**src/rtl/sc_pkg.sv**
```systemverilog
package sc_pkg;

    // Number of register stages from in_angle to the outputs.
    localparam int SC_STAGES = 5;

    localparam real SC_PI = 3.14159265358979323846;

    // Elaboration-time series used only to fill the constant table.
    function automatic real sc_sin_series(input real x);
        real term;
        real acc;
        term = x;
        acc  = x;
        for (int k = 1; k < 12; k++) begin
            term = -term * x * x / (real'(2 * k) * real'(2 * k + 1));
            acc  = acc + term;
        end
        return acc;
    endfunction

    function automatic real sc_cos_series(input real x);
        real term;
        real acc;
        term = 1.0;
        acc  = 1.0;
        for (int k = 1; k < 12; k++) begin
            term = -term * x * x / (real'(2 * k - 1) * real'(2 * k));
            acc  = acc + term;
        end
        return acc;
    endfunction

endpackage

```
**src/rtl/sc_rom.sv**
```systemverilog
// Coarse-angle table: entry i holds (1 - 2^-W) * {sin,cos}(pi * i / 2^(A+2)),
// rounded to F fractional bits.
module sc_rom #(
    parameter int A = 4,
    parameter int W = 16,
    parameter int F = 20
) (
    input  logic [A-1:0] idx,
    output logic [F-1:0] s_val,
    output logic [F-1:0] c_val
);
    import sc_pkg::*;

    localparam int TD = 2 ** A;

    typedef logic [TD-1:0][F-1:0] tab_t;

    function automatic tab_t build_tab(input bit want_cos);
        tab_t tab;
        real  ang;
        real  v;
        for (int i = 0; i < TD; i++) begin
            ang = SC_PI * real'(i) / real'(4 * TD);
            v   = want_cos ? sc_cos_series(ang) : sc_sin_series(ang);
            v   = v * (1.0 - 2.0 ** (-W));
            tab[i] = F'($rtoi(v * (2.0 ** F) + 0.5));
        end
        return tab;
    endfunction

    localparam tab_t SIN_TAB = build_tab(1'b0);
    localparam tab_t COS_TAB = build_tab(1'b1);

    assign s_val = SIN_TAB[idx];
    assign c_val = COS_TAB[idx];

endmodule

```
**src/rtl/sc_taylor.sv**
```systemverilog
// Residual-angle series: z^2/2 through a squarer, sin z = z - z^3/6 with
// z^3/6 formed as (z^2/2 * z) / 3. All values in units of 2^-F.
module sc_taylor #(
    parameter int F = 20,
    parameter int A = 4
) (
    input  logic [F-A-1:0]     z,
    output logic [F-2*A-2:0]   z2h,
    output logic [F-A-1:0]     sinz
);
    localparam int ZW  = F - A;          // z < 2^-A
    localparam int Z2W = F - 2 * A - 1;  // z^2/2 < 2^-(2A+1)
    localparam int ZCW = F - 3 * A - 1;  // z^3/2 < 2^-(3A+1)
    localparam int Z3W = F - 3 * A - 2;  // z^3/6 fits one bit less

    logic [2*ZW-1:0]   sq;
    logic [Z2W+ZW-1:0] cu;
    logic [ZCW-1:0]    zc;
    logic [Z3W-1:0]    z3;

    always_comb begin
        sq   = (2 * ZW)'(z) * (2 * ZW)'(z);
        z2h  = Z2W'(sq >> (F + 1));
        cu   = (Z2W + ZW)'(z2h) * (Z2W + ZW)'(z);
        zc   = ZCW'(cu >> F);
        z3   = Z3W'(zc / ZCW'(3));
        sinz = z - ZW'(z3);
    end

endmodule

```
**src/rtl/sc_rotate.sv**
```systemverilog
// The four correction products, each truncated to 2^-F.
module sc_rotate #(
    parameter int F = 20,
    parameter int A = 4
) (
    input  logic [F-1:0]       s_tab,
    input  logic [F-1:0]       c_tab,
    input  logic [F-2*A-2:0]   z2h,
    input  logic [F-A-1:0]     sinz,
    output logic [F-2*A-2:0]   s_by_h,
    output logic [F-2*A-2:0]   c_by_h,
    output logic [F-A-1:0]     c_by_sz,
    output logic [F-A-1:0]     s_by_sz
);
    localparam int ZW  = F - A;
    localparam int Z2W = F - 2 * A - 1;

    logic [F+Z2W-1:0] ph_s;
    logic [F+Z2W-1:0] ph_c;
    logic [F+ZW-1:0]  pz_c;
    logic [F+ZW-1:0]  pz_s;

    always_comb begin
        ph_s    = (F + Z2W)'(s_tab) * (F + Z2W)'(z2h);
        ph_c    = (F + Z2W)'(c_tab) * (F + Z2W)'(z2h);
        pz_c    = (F + ZW)'(c_tab) * (F + ZW)'(sinz);
        pz_s    = (F + ZW)'(s_tab) * (F + ZW)'(sinz);
        s_by_h  = Z2W'(ph_s >> F);
        c_by_h  = Z2W'(ph_c >> F);
        c_by_sz = ZW'(pz_c >> F);
        s_by_sz = ZW'(pz_s >> F);
    end

endmodule

```
**src/rtl/sincos_rotator.sv**
```systemverilog
// Five-stage sine/cosine of pi*y for y in [0, 1/4):
//   1 table read, 2 residual z = pi*y_low, 3 series terms,
//   4 correction products, 5 combine, round and clamp.
module sincos_rotator #(
    parameter int W = 16,
    parameter int G = 4,
    parameter int A = 4
) (
    input  logic           clk,
    input  logic           rst_n,
    input  logic           in_valid,
    input  logic [W-3:0]   in_angle,
    output logic           out_valid,
    output logic [W-1:0]   out_sin,
    output logic [W-1:0]   out_cos
);
    import sc_pkg::*;

    localparam int F   = W + G;          // internal fraction bits
    localparam int IW  = W - 2;          // angle width
    localparam int RW  = IW - A;         // residual angle bits
    localparam int ZW  = F - A;
    localparam int Z2W = F - 2 * A - 1;
    localparam int PB  = F + 2;          // fraction bits of the pi constant
    localparam int PW  = RW + PB + 2;    // width of the pi product
    localparam int ZSH = W + PB - F;     // shift that lands z on 2^-F
    localparam int AW  = F + 2;          // signed accumulator width

    localparam logic [PB+1:0] PIK = (PB + 2)'($rtoi(SC_PI * (2.0 ** PB) + 0.5));
    localparam logic signed [AW-1:0] HALF = AW'(2 ** (G - 1));

    typedef struct packed {
        // stage 1: table read
        logic           v1;
        logic [F-1:0]   s1;
        logic [F-1:0]   c1;
        logic [RW-1:0]  r1;
        // stage 2: residual angle
        logic           v2;
        logic [F-1:0]   s2;
        logic [F-1:0]   c2;
        logic [ZW-1:0]  z2;
        // stage 3: series terms
        logic           v3;
        logic [F-1:0]   s3;
        logic [F-1:0]   c3;
        logic [Z2W-1:0] h3;
        logic [ZW-1:0]  n3;
        // stage 4: correction products
        logic           v4;
        logic [F-1:0]   s4;
        logic [F-1:0]   c4;
        logic [Z2W-1:0] sh4;
        logic [Z2W-1:0] ch4;
        logic [ZW-1:0]  cn4;
        logic [ZW-1:0]  sn4;
        // stage 5: results
        logic           v5;
        logic [W-1:0]   so5;
        logic [W-1:0]   co5;
    } pipe_t;

    pipe_t pipe_d;
    pipe_t pipe_q;

    logic [F-1:0]   rom_s;
    logic [F-1:0]   rom_c;
    logic [PW-1:0]  zprod;
    logic [Z2W-1:0] tay_h;
    logic [ZW-1:0]  tay_n;
    logic [Z2W-1:0] rot_sh;
    logic [Z2W-1:0] rot_ch;
    logic [ZW-1:0]  rot_cn;
    logic [ZW-1:0]  rot_sn;
    logic signed [AW-1:0] sin_acc;
    logic signed [AW-1:0] cos_acc;

    sc_rom #(.A(A), .W(W), .F(F)) u_rom (
        .idx   (in_angle[IW-1 -: A]),
        .s_val (rom_s),
        .c_val (rom_c)
    );

    assign zprod = PW'(pipe_q.r1) * PW'(PIK);

    sc_taylor #(.F(F), .A(A)) u_taylor (
        .z    (pipe_q.z2),
        .z2h  (tay_h),
        .sinz (tay_n)
    );

    sc_rotate #(.F(F), .A(A)) u_rotate (
        .s_tab   (pipe_q.s3),
        .c_tab   (pipe_q.c3),
        .z2h     (pipe_q.h3),
        .sinz    (pipe_q.n3),
        .s_by_h  (rot_sh),
        .c_by_h  (rot_ch),
        .c_by_sz (rot_cn),
        .s_by_sz (rot_sn)
    );

    // Round half up by dropping G guard bits, clamp to [0, 2^W - 1].
    function automatic logic [W-1:0] round_out(input logic signed [AW-1:0] acc);
        logic signed [AW-1:0] shifted;
        shifted = acc >>> G;
        if (acc < 0) begin
            return '0;
        end else if (shifted > AW'((2 ** W) - 1)) begin
            return '1;
        end else begin
            return W'(shifted);
        end
    endfunction

    always_comb begin
        sin_acc = signed'(AW'(pipe_q.s4)) - signed'(AW'(pipe_q.sh4))
                + signed'(AW'(pipe_q.cn4)) + HALF;
        cos_acc = signed'(AW'(pipe_q.c4)) - signed'(AW'(pipe_q.ch4))
                - signed'(AW'(pipe_q.sn4)) + HALF;
    end

    always_comb begin
        pipe_d = pipe_q;

        pipe_d.v1  = in_valid;
        pipe_d.s1  = rom_s;
        pipe_d.c1  = rom_c;
        pipe_d.r1  = in_angle[RW-1:0];

        pipe_d.v2  = pipe_q.v1;
        pipe_d.s2  = pipe_q.s1;
        pipe_d.c2  = pipe_q.c1;
        pipe_d.z2  = ZW'(zprod >> ZSH);

        pipe_d.v3  = pipe_q.v2;
        pipe_d.s3  = pipe_q.s2;
        pipe_d.c3  = pipe_q.c2;
        pipe_d.h3  = tay_h;
        pipe_d.n3  = tay_n;

        pipe_d.v4  = pipe_q.v3;
        pipe_d.s4  = pipe_q.s3;
        pipe_d.c4  = pipe_q.c3;
        pipe_d.sh4 = rot_sh;
        pipe_d.ch4 = rot_ch;
        pipe_d.cn4 = rot_cn;
        pipe_d.sn4 = rot_sn;

        pipe_d.v5  = pipe_q.v4;
        pipe_d.so5 = round_out(sin_acc);
        pipe_d.co5 = round_out(cos_acc);
    end

    always_ff @(posedge clk or negedge rst_n) begin
        if (!rst_n) begin
            pipe_q <= '0;
        end else begin
            pipe_q <= pipe_d;
        end
    end

    assign out_valid = pipe_q.v5;
    assign out_sin   = pipe_q.so5;
    assign out_cos   = pipe_q.co5;

endmodule

```
**config.mk**
```make
export PLATFORM = sky130hd
export DESIGN_NAME = sincos_rotator
export DESIGN_NICKNAME = d
export VERILOG_FILES = /design/src/rtl/sc_pkg.sv /design/src/rtl/sc_rom.sv /design/src/rtl/sc_taylor.sv /design/src/rtl/sc_rotate.sv /design/src/rtl/sincos_rotator.sv
export SDC_FILE = /design/constraint.sdc
export NUM_CORES = 2
export LEC_CHECK = 0
export BUFFER_PORTS_ARGS = -buffer_cell sky130_fd_sc_hd__buf_2
export CORE_MARGIN = 3
export CORE_UTILIZATION = 55
export DETAILED_ROUTE_END_ITERATION = 6
export GPL_TIMING_DRIVEN = 0
export HOLD_SLACK_MARGIN = 0.1
export PLACE_DENSITY = 0.8
export SYNTH_ARGS = -nofsm -noshare
export SYNTH_HDL_FRONTEND = slang
export SYNTH_SLANG_ARGS = --single-unit
```
**constraint.sdc**
```tcl
create_clock -name clk -period 19.7 [get_ports clk]
set_input_delay 3.94 -clock clk [delete_from_list [all_inputs] [get_ports clk]]
set_output_delay 3.94 -clock clk [all_outputs]
set_load 0.02 [all_outputs]
```
==> run metrics <==
Mapped Cells=6,438; Worst-path clk slew=0.07 ns; Critical Path End Type=flop; drt first pass iters=7; CTS sink cnt=304; CTS tree=yes; largest net degree at the start of global routing=129; crit share post-route=0.9571; initial antenna violation count=16; Reg2Reg Depth=70; synthesized area=60,150 µm²; routed wire length=172,900 µm; ratio of cells with drive above 1 in the final layout=0.03635; final setup fails=0; CTS Buf Count=29; synthesis-stage register bit count=304; vias in the first global route=48,527; crit path max fanout=10; max-cap violations=0; Worst-Skew Late Latency=0.60 ns; TNS Setup=0 ns; Synth Flop Type=dfrtp_1; DR vias=45,422; root buf cell=clkbuf_16; EDFF count, synth=0; Detail Placement HPWL=140,400 µm; Max Fclk=53.04 MHz; core region area=107,800 µm²; Worst Hold End=pipe_d[172]; relative slew slack=0.1574; Final Hold Fails=0; GPL Wtd Cong=1.004; first-pass GRT wire length=272,600 µm; number of H-tree levels=1; share of async-settable or async-resettable flops after synthesis=1.000; Tightest Pin Transition=1.264 ns; Arrival @ worst endpoint=19.34 ns; yosys synthesis warning count=0; # rows=120; Final min period=18.85 ns; CP startpoint kind=flop; total gr overflow=0; slowest CP cell=dfrtp_1; Initial Util=0.5580; Worst Hold Class=flop to flop; area grow syn2layout=5.242%; Max Root-Sink Buffers=3; most frequent cells in the layout=inv_1 (1,399), fa_1 (1,170), nand2_1 (971); Worst EP required=20.19 ns; Detailed Route Iter0 Violations=3,966; syn avg cell area=9.343 µm²; failing checks=design-rule violations; sequential share of the synthesized area=0.1265; Most common cell on crit path=fa_1; most common library cell in the layout ignoring fill and taps=inv_1; Die W=336.7 µm; Die H=336.7 µm; DR vias/cell=5.710; Pins Over Slew Limit=0; gr usage total=0.3159; max incr delay on CP=0.71 ns; post-DR wirelength/cell=21.74 µm; r2r startpoint=pipe_q[197]; FF-to-FF setup slack=0.85 ns; unique cell type count in the Yosys netlist=105; critical path class=flop to flop; I/O pin count=50; Post-Route Skew=0.01734 ns; Routed Antenna Nets=0; Crit Reg-Reg Endpoint=pipe_q[141]; Hold Path Depth=0; Post-layout nets=8,421; Post-Syn Nets=8,335; run status=complete, but fails checks; die area=113,400 µm²; Hold Slack=0.3430 ns; IO Port Bufs=49; HP Start=pipe_d[229]; # DRC=1
worst max path at each step:
stage	from	cells after the start	endpoint
after floorplan	pipe_q[200]	70	pipe_q[141]
after detailed placement	pipe_q[202]	70	pipe_q[141]
after CTS	pipe_q[202]	70	pipe_q[141]
after global placement	pipe_q[198]	70	pipe_q[141]
final	pipe_q[197]	70	pipe_q[141]
after global routing	pipe_q[197]	75	pipe_q[141]
layout make-up:
type | count | area (µm²)
clock buffer | 37 | 795.8
antenna | 5 | 12.51
sequential | 304 | 7607
inverter | 1404 | 5270
fill | 9148 | 44500
timing repair buffer | 55 | 337.8
clock inverter | 17 | 205.2
buffer | 337 | 1461
tap | 1403 | 1755
multi-input combinational | 4393 | 45860
synth_stat cells (5+ instances only):
cell type / count / area (µm²)
fa_1: 1170 / 23420
buf_6: 5 / 56.30
xnor2_1: 109 / 954.7
buf_2: 7 / 35.03
nand3_1: 41 / 205.2
nor2_1: 188 / 705.7
clkbuf_1: 281 / 1055
buf_1: 9 / 33.78
a21boi_0: 11 / 82.58
o211ai_1: 19 / 142.6
dfrtp_1: 304 / 7607
a31oi_1: 13 / 81.33
nor2b_1: 28 / 175.2
nand2_1: 971 / 3645
xor2_1: 45 / 394.1
buf_4: 35 / 262.8
and3_1: 17 / 106.4
o21bai_1: 10 / 75.07
inv_1: 1399 / 5251
or2_2: 15 / 93.84
a21oi_1: 130 / 650.6
or3_1: 11 / 68.82
a211oi_1: 21 / 157.7
a31o_2: 11 / 96.34
nand2b_1: 28 / 175.2
o21a_1: 30 / 225.2
ha_1: 710 / 8884
nor4_1: 13 / 81.33
a21o_1: 29 / 217.7
nand4_1: 9 / 56.30
and4b_1: 5 / 50.05
o31ai_1: 8 / 60.06
nor3_1: 93 / 465.5
a211o_1: 6 / 52.55
o21ai_0: 85 / 425.4
and2_1: 452 / 2828
through the flow:
| stage | util | area (µm²) | setup slack [ns] | instances |
|---|---|---|---|---|
| 5_1_grt | 0.5871 | 63290 | -0.005041 | 7950 |
| 3_5_place_dp | 0.5772 | 62220 | 0.2107 | 7893 |
| 6_report | 0.5872 | 63300 | 0.8454 | 7955 |
| 2_1_floorplan | - | 60150 | 3.601 | 6438 |
| 4_1_cts | 0.5865 | 63220 | 0.1257 | 7947 |
| 3_3_place_gp | 0.5765 | 62150 | 0.5380 | 7890 |
sequential cells by signal (all words and copies together) (netlist names):
signal / cells
out_sin: 16
pipe_q: 147
pipe_d: 124
out_valid: 1
out_cos: 16
critical path, delay by kind of cell, from the launching register on:
family | cells | cell delay (ns)
flip-flops | 1 | 0.71
buffers and inverters | 14 | 2.43
adder cells (fa/ha/maj) | 16 | 7.19
XOR/XNOR | 3 | 0.82
AND/OR/NAND/NOR | 15 | 2.59
AO/OA/AOI/OAI | 22 | 4.95
cell families (layout without fill, tap and decap cells):
family | count (synthesis) | in the layout | synth area share
AOI/OAI and AO/OA | 450 | 450 | 0.05136
xor gates and xnor gates | 157 | 157 | 0.02353
adders and majority gates | 1880 | 1880 | 0.5371
buffers and inverters | 1741 | 1850 | 0.1116
DFF | 304 | 304 | 0.1265
muxes | 7 | 7 | 0.001643
other | 1 | 6 | 0.00006235
and+or+nand+nor | 1898 | 1898 | 0.1482
metal layers:
| metal | up-vias | part of all wire | GRT usage | wire length [µm] |
|---|---|---|---|---|
| li1 | 19473 | - | - | - |
| met3 | 711 | 0.12 | 0.08800 | 20070 |
| met4 | 16 | 0.074 | 0.1853 | 12810 |
| met5 | - | 0.00066 | 0 | 114 |
| met2 | 2500 | 0.44 | 0.4928 | 76860 |
| met1 | 22722 | 0.36 | 0.3950 | 63080 |
timing repair:
action                                 CTS  global route
buffers inserted                         0             3
setup endpoints to repair                0             8
resized for setup                        0            34
hold buffers                             0             0
endpoints found under the hold margin    0             0
Power is left out: the tool's default activity adds up to more than one toggle a clock period on the data nets, which glitch-free logic cannot reach.
